`src/rtl/lease_lifetime_predictor.sv`:
```
module lease_lifetime_predictor #(
  parameter int LIFE_W      = 16,
  parameter int TS_W        = 32,
  parameter int LIFE_MIN    = 0,
  parameter int LIFE_MAX    = 4095,
  parameter int LIFE_INIT   = 256,
  parameter int EVICT_STEP  = 8,
  parameter int STORE_STEP  = 8,
  parameter int EXPIRE_STEP = 4
) (
  input  logic              clk,
  input  logic              rst_n,
  input  logic              evict_live_i,
  input  logic              load_expired_i,
  input  logic              store_live_i,
  input  logic              store_dec_en_i,
  input  logic [TS_W-1:0]   now_i,
  input  logic [TS_W-1:0]   line_ts_i,
  output logic [LIFE_W-1:0] lifetime_o,
  output logic [TS_W-1:0]   grant_ts_o
);
  localparam int SW = LIFE_W + 2;
  localparam logic signed [SW-1:0] MIN_S = SW'(LIFE_MIN);
  localparam logic signed [SW-1:0] MAX_S = SW'(LIFE_MAX);
  localparam logic signed [SW-1:0] UP_S  = SW'(EXPIRE_STEP);
  localparam logic signed [SW-1:0] EV_S  = SW'(EVICT_STEP);
  localparam logic signed [SW-1:0] ST_S  = SW'(STORE_STEP);

  logic [LIFE_W-1:0]      life_q;
  logic signed [SW-1:0]   delta, sum, clamped;
  logic [TS_W-1:0]        fresh_ts;

  assign delta = (load_expired_i ? UP_S : '0)
               - (evict_live_i ? EV_S : '0)
               - ((store_live_i && store_dec_en_i) ? ST_S : '0);

  assign sum = $signed({2'b00, life_q}) + delta;

  assign clamped = (sum > MAX_S) ? MAX_S : (sum < MIN_S) ? MIN_S : sum;

  always_ff @(posedge clk) begin
    if (!rst_n) life_q <= LIFE_W'(LIFE_INIT);
    else        life_q <= clamped[LIFE_W-1:0];
  end

  assign lifetime_o = life_q;
  assign fresh_ts   = now_i + TS_W'(life_q);
  assign grant_ts_o = (fresh_ts > line_ts_i) ? fresh_ts : line_ts_i;
endmodule

```
`config.mk`:
```
export PLATFORM = sky130hd
export DESIGN_NAME = lease_lifetime_predictor
export DESIGN_NICKNAME = d
export VERILOG_FILES = /design/src/rtl/lease_lifetime_predictor.sv
export SDC_FILE = /design/constraint.sdc
export NUM_CORES = 1
export LEC_CHECK = 0
export BUFFER_PORTS_ARGS = -buffer_cell sky130_fd_sc_hd__clkbuf_2
export CAP_MARGIN = 20
export CELL_PAD_IN_SITES_DETAIL_PLACEMENT = 1
export CELL_PAD_IN_SITES_GLOBAL_PLACEMENT = 1
export CORE_ASPECT_RATIO = 1.4
export CORE_UTILIZATION = 38
export CTS_CLUSTER_SIZE = 20
export DETAILED_ROUTE_END_ITERATION = 8
export PLACE_DENSITY_LB_ADDON = 0.1
export REMOVE_ABC_BUFFERS = 1
export SLEW_MARGIN = 15
export SYNTH_ARGS = -nofsm -noshare
export SYNTH_HDL_FRONTEND = slang
export SYNTH_SLANG_ARGS = --single-unit
```
`constraint.sdc`:
```
create_clock -name clk -period 6.1 [get_ports clk]
set_input_delay 0.61 -clock clk [delete_from_list [all_inputs] [get_ports clk]]
set_output_delay 0.61 -clock clk [all_outputs]
set_load 0.1 [all_outputs]
```
==> results of run 1 <==
how the worst max path moves through the flow:
stage | slack [ps] | cells after the start | to
after floorplan | -1460 | 16 | grant_ts_o[23]
after global placement | 100 | 20 | grant_ts_o[6]
after detailed placement | -50 | 20 | grant_ts_o[6]
after CTS | 50 | 19 | grant_ts_o[6]
after global routing | 50 | 21 | grant_ts_o[6]
final | 320 | 21 | grant_ts_o[6]
cells in the mapped netlist, drive strengths merged, types with 2 or more instances:
cell | number | area, sq um
buf | 6 | 42.54
a21o | 12 | 90.09
a211oi | 3 | 27.52
mux2 | 32 | 360.3
o211ai | 6 | 50.05
and4 | 3 | 26.28
nor3 | 9 | 56.31
o21bai | 2 | 15.01
inv | 84 | 315.3
xnor2 | 22 | 192.7
o2111ai | 2 | 17.52
xor2 | 16 | 140.1
ha | 76 | 950.9
o21ai | 22 | 110.1
nand4 | 7 | 43.79
nand2b | 8 | 50.05
and2 | 7 | 46.30
nor2 | 21 | 78.83
or3 | 3 | 18.77
dfxtp | 15 | 300.3
nand3 | 6 | 30.03
a2111oi | 3 | 45.05
clkbuf | 3 | 11.26
a211o | 2 | 17.52
o21a | 5 | 37.54
a31oi | 4 | 25.02
nand2 | 32 | 120.1
mux2i | 2 | 20.02
a2111o | 2 | 22.52
and3 | 7 | 43.79
a21oi | 47 | 250.3
fa | 3 | 60.06
stage by stage:
stage | area (sq um) | utilization [%] | hold slack [ps] | power [mW]
detailed placement | 4985 | 52.12 | 661.6 | 1.296
global placement | 4985 | 52.12 | 645.3 | 1.271
finish | 5114 | 53.47 | 576.8 | 1.429
global route | 5114 | 53.47 | 615.8 | 1.519
CTS | 5070 | 53.01 | 667.3 | 1.434
floorplan | 3730 | - | 792.0 | 0.9442
worst max-delay path, cell delays in order:
cell	delay [ps]
clkbuf_2	80
ha_1	230
fa_1	420
a21o_1	220
a221oi_4	310
o211a_1	210
o21ai_1	110
a32oi_2	350
buf_4	170
nand2b_1	120
xnor2_1	90
ha_1	220
a2111oi_0	360
o21ai_0	160
a31o_2	250
a21oi_1	140
o22ai_1	100
o21ai_2	180
buf_12	240
mux2_1	390
buf_12	180
area by class of cell:
type                    count  share of cell area (%)
repair buffers            120                   21.53
well taps                 132                   3.230
inverters                  84                   6.166
clock buffers               4                   1.541
flip-flops and latches     15                   5.897
multi-input cells         384                   61.63
cells by family after synthesis:
group           after synthesis  share of synthesized area, %
mux                          34                         10.08
buf+inv                      93                         9.784
xor+xnor                     38                         8.822
compound gates              121                         21.89
other cells                   1                       0.09941
simple gates                108                         14.56
flops                        15                         7.960
fa+ha+maj                    79                         26.80
report_power, final:
group / leakage, nW / total (mW) / internal (mW) / switching [mW]
logic: 2.50 / 1.18 / 0.426 / 0.751
registers: 0.126 / 0.120 / 0.109 / 0.0112
clock network: 0.0382 / 0.132 / 0.0888 / 0.0432
total: 2.67 / 1.43 / 0.624 / 0.805
routing by layer:
| metal | share of wire [%] | up-vias | GRT usage (%) | wire length [microns] |
|---|---|---|---|---|
| li1 | - | 1953 | - | - |
| met1 | 38 | 1844 | 23.26 | 4449 |
| met2 | 57 | 89 | 49.85 | 6722 |
| met3 | 2.7 | 21 | 1.307 | 316 |
| met4 | 2.9 | 0 | 9.688 | 348 |
| met5 | 0 | - | 0 | 0 |
timing repair:
| action | 4_1_cts | 5_1_grt |
|---|---|---|
| endpoints found under the hold margin | 0 | 0 |
| setup buffers | 0 | 2 |
| resized for setup | 1 | 4 |
| setup endpoints to repair | 32 | 32 |
| pin swaps | 0 | 2 |
layout by cell type (no fill, tap or decap), types with 5 or more instances in the layout:
cell type | synthesis | layout
xnor2_1 | 22 | 22
nand2b_1 | 8 | 7
inv_1 | 84 | 84
ha_1 | 76 | 76
buf_12 | 0 | 33
dfxtp_1 | 15 | 14
and3_1 | 7 | 7
nor2_1 | 21 | 21
mux2_2 | 28 | 28
nand2_1 | 32 | 32
nand4_1 | 7 | 7
and2_1 | 6 | 6
a21oi_1 | 45 | 45
nand3_1 | 6 | 6
clkbuf_2 | 0 | 85
o21ai_0 | 20 | 20
o21a_1 | 5 | 5
o211ai_1 | 5 | 5
a21o_1 | 12 | 12
xor2_1 | 16 | 16
nor3_1 | 8 | 8
==> results by group, run 1 <==
Timing
  – Max Slew Vio Count: 0
  – Slew headroom: 61.42%
  – Worst-margin pin slew: 578.1 ps
  – Final worst-path cycle share: 94.83%
  – Finish-stage setup viols: 0
  – Tmin final: 5785 ps
  – RSZ-0062 raised after global routing: false
  – Slack of the critical path: 315.4 ps
  – Setup TNS: 0 ps
  – Fmax: 172.9 MHz
  – Clk_skew: 3.504 ps
  – Fin. Hold Viols: 0

Run
  – Max-cap violation count: 0

Synthesis
  – Synth Cell Area: 0.003772 sq mm
  – YS warnings: 0
  – EDFF count, synth: 0
  – Gate Count Post-Synth: 489
  – Register bit total from synthesis: 15
  – Sequential fraction of the synthesis area: 7.960%
  – Post-synthesis cell type count: 59
  – Top FF cell, synth: dfxtp_1
  – Mapped Avg Cell Area: 7.714 sq um
  – Async set-or-reset flop fraction in the synthesized netlist: 0%

Global route
  – Vias in the first global route: 4360
  – Global-route wire length before repair: 19620 microns
  – Congestion Overflow GR: 0
  – Tot GR Track Use: 23.88%
  – Initial antenna violation count: 0
  – Largest net degree at the start of global routing: 33

Floorplan
  – IO Pins: 118
  – Die width: 86.21 microns
  – Starting density of the core: 39.44%
  – Die area: 0.01034 sq mm
  – Core region area: 0.009564 sq mm
  – Rows: 42
  – Die H: 119.9 microns

Drt
  – DRC violation total after the first TritonRoute iteration: 77
  – Post-route ant nets: 0
  – Vias per inst: 5.287
  – Routed WL: 11840 microns
  – DR pass1 iterations: 4
  – DRC viols: 0
  – WL per Instance: 16.02 microns
  – Vias: 3907

Final layout
  – Reg area: 301.5 sq um
  – # fillers: 1213
  – N_diodes: 0
  – Area grow syn2layout: 35.56%
  – Max reg flops: 15
  – Layout cells sized above 1: 27.68%
  – Fin nets: 757
  – Fin cells: 739
  – Multi-input gate area: 0.003152 sq mm

Clock network
  – CTS Buf Count: 3
  – Reg clk slew, reported paths: 50 ps
  – TritonCTS Sinks: 15
  – CTS tree: done
  – H-tree Lvls: 1
  – # hold bufs at CTS: 0
  – Root buf cell: clkbuf_16
  – Maximum root-to-sink buffer count: 2
  – Clock latency on the worst-skew pair: 250 ps

Setup path
  – Crit Path Max Fanout: 32
  – Required time worst endpoint: 5490 ps
  – RR Startpoint: lifetime_o[3]
  – Worst Setup End Kind: output port
  – Critical path class: input pin to output port
  – Crit path from: now_i[0]
  – Critical Path Start Type: input pin
  – CP arrival: 5170 ps
  – Crit Reg-Reg Endpoint: lifetime_o[4]
  – Internal reg-to-reg setup slack: 2870 ps
  – R2R depth: 12

Status
  – Result of the run: finished clean

Placement
  – IO Port Bufs: 117
  – Dpl cells: 733
  – Setup WS pre-CTS: -45.51 ps
  – Detailed placement HPWL: 10520 microns
  – GP Congestion: 0.8407

Hold path
  – Hold worst-path end: lifetime_o[1]
  – Worst hold path depth: 2
  – Min-delay worst type: flop to flop
  – Hold_sp: lifetime_o[1]

Power and ir drop
  – Static Leak: 2.666 nW
  – PD cells: 279.4 mW/mm^2
  – Peak VDD IR: 0.1240 mV
Note: power is estimated with default switching activity, not from simulation.
==> inputs of run 2 (changes only) <==
==> constraint.sdc (replaced) <==
create_clock -name clk -period 6.1 [get_ports clk]
set_input_delay 0.305 -clock clk [delete_from_list [all_inputs] [get_ports clk]]
set_output_delay 0.305 -clock clk [all_outputs]
set_load 0.1 [all_outputs]
==> results by group, run 2 (same netlist as run 1, synthesis figures left out) <==
Global route
  – Initial antenna violation count: 0
  – Congestion Overflow GR: 0
  – Global-route wire length before repair: 18090 microns
  – Largest net degree at the start of global routing: 20
  – Tot GR Track Use: 21.72%
  – Vias in the first global route: 4123

Final layout
  – Multi-input gate area: 0.003131 sq mm
  – N_diodes: 0
  – Commonest non-fill, non-tap cell in the layout: clkbuf_2
  – # fillers: 1285
  – Most frequent cells in the layout: clkbuf_2, inv_1, ha_1
  – Fin nets: 756
  – Finished Core Util: 48.04%
  – Reg area: 300.3 sq um
  – Area grow syn2layout: 21.79%
  – Layout cells sized above 1: 27.23%
  – Max reg flops: 15

Setup path
  – Worst Setup End Kind: output port
  – Critical path class: flop to output port
  – Crit Path Max Fanout: 19
  – CP arrival: 5370 ps
  – Critical Path Start Type: flop
  – Required time worst endpoint: 5790 ps

Floorplan
  – Die H: 119.9 microns
  – Rows: 42
  – Core region area: 0.009564 sq mm
  – Die width: 86.21 microns
  – IO Pins: 118
  – Die area: 0.01034 sq mm
  – Starting density of the core: 39.44%

Timing
  – Slew headroom: 60.13%
  – Fmax: 176.1 MHz
  – Max Slew Vio Count: 0
  – Final worst-path cycle share: 93.08%
  – RSZ-0062 raised after global routing: false
  – Clk_skew: 0.4275 ps
  – Hold_ws: 409.1 ps
  – Tmin final: 5678 ps
  – Worst-margin pin slew: 597.4 ps
  – Fin. Hold Viols: 0
  – Finish-stage setup viols: 0

Power and ir drop
  – Static Leak: 2.469 nW
  – Total chip power: 1.270 mW
  – Peak VDD IR: 0.1156 mV
  – PD cells: 276.5 mW/mm^2

Hold path
  – Min-delay worst type: input pin to flop

Clock network
  – H-tree Lvls: 1
  – Reg clk slew, reported paths: 50 ps
  – Clock latency on the worst-skew pair: 250 ps
  – Root buf cell: clkbuf_16
  – Maximum root-to-sink buffer count: 2
  – # hold bufs at CTS: 0
  – # Post-CTS Setup Buffers: 0
  – CTS Buf Count: 3
  – TritonCTS Sinks: 15
  – CTS tree: done

Run
  – Max-cap violation count: 0

Placement
  – Detailed placement HPWL: 9719 microns
  – GP Congestion: 0.8200
  – IO Port Bufs: 117

Drt
  – Vias per inst: 5.195
  – DRC violation total after the first TritonRoute iteration: 52
  – DR pass1 iterations: 4
  – Routed WL: 10820 microns
  – Vias: 3834
  – Post-route ant nets: 0
  – DRC viols: 0
  – WL per Instance: 14.66 microns

Status
  – Result of the run: finished clean
-- run 2: power by group --
part / internal (mW) / switching (mW)
clock: 0.0885 / 0.0443
combinational: 0.297 / 0.720
sequential: 0.109 / 0.0117
-- run 2: repair_timing --
item | CTS | global route
hold endpoints to repair | 0 | 0
gates resized for setup | 0 | 2
endpoints found under the setup margin | 0 | 32
-- run 2: critical path, cell delays in order (launching register included) --
cell and delay (ps):
dfxtp_1 410, ha_1 280, fa_1 410, a21o_1 200, a221oi_2 340, o211a_1 230, o21ai_1 130, a32oi_4 330
nand2b_1 180, xnor2_1 90, ha_1 210, a2111oi_1 400, o21ai_0 190, a31o_2 270, a21oi_1 170, o22ai_1 110
o21ai_2 150, buf_4 280, mux2_2 370, clkbuf_2 370
-- run 2: cell type report --
class / instances / area share [%]
Clock buffer: 3 / 1.634
Timing Repair Buffer: 119 / 13.07
Sequential cell: 15 / 6.536
Inverter: 84 / 6.863
Clock inverter: 1 / 0.1634
Multi-Input combinational cell: 384 / 68.14
Tap cell: 132 / 3.595
-- run 2: final timing paths --
kind                 start        endpoint  slack [ps]  cells past startpoint
min                  rst_n   lifetime_o[8]         410                      3
max          lifetime_o[1]  grant_ts_o[15]         420                     19
max reg2reg  lifetime_o[3]   lifetime_o[4]        2800                     12
min reg2reg  lifetime_o[1]   lifetime_o[1]         650                      2
-- run 2: metal layers --
layer / global-route usage [%] / vias up / part of all wire, %
met1: 22.14 / 1791 / 39
met5: 0 / - / 0
li1: - / 1945 / -
met4: 6.771 / 0 / 2.0
met2: 45.09 / 82 / 56
met3: 1.307 / 16 / 2.7
-- run 2: stage by stage --
step,cell area (sq um),setup WS (ps),TNS [ps],instances
2_1_floorplan,3730,-1156,-32800,483
3_3_place_gp,4499,817.2,0,734
3_5_place_dp,4499,526.9,0,734
4_1_cts,4582,245.1,0,738
5_1_grt,4594,46.55,0,738
6_report,4594,421.9,0,738
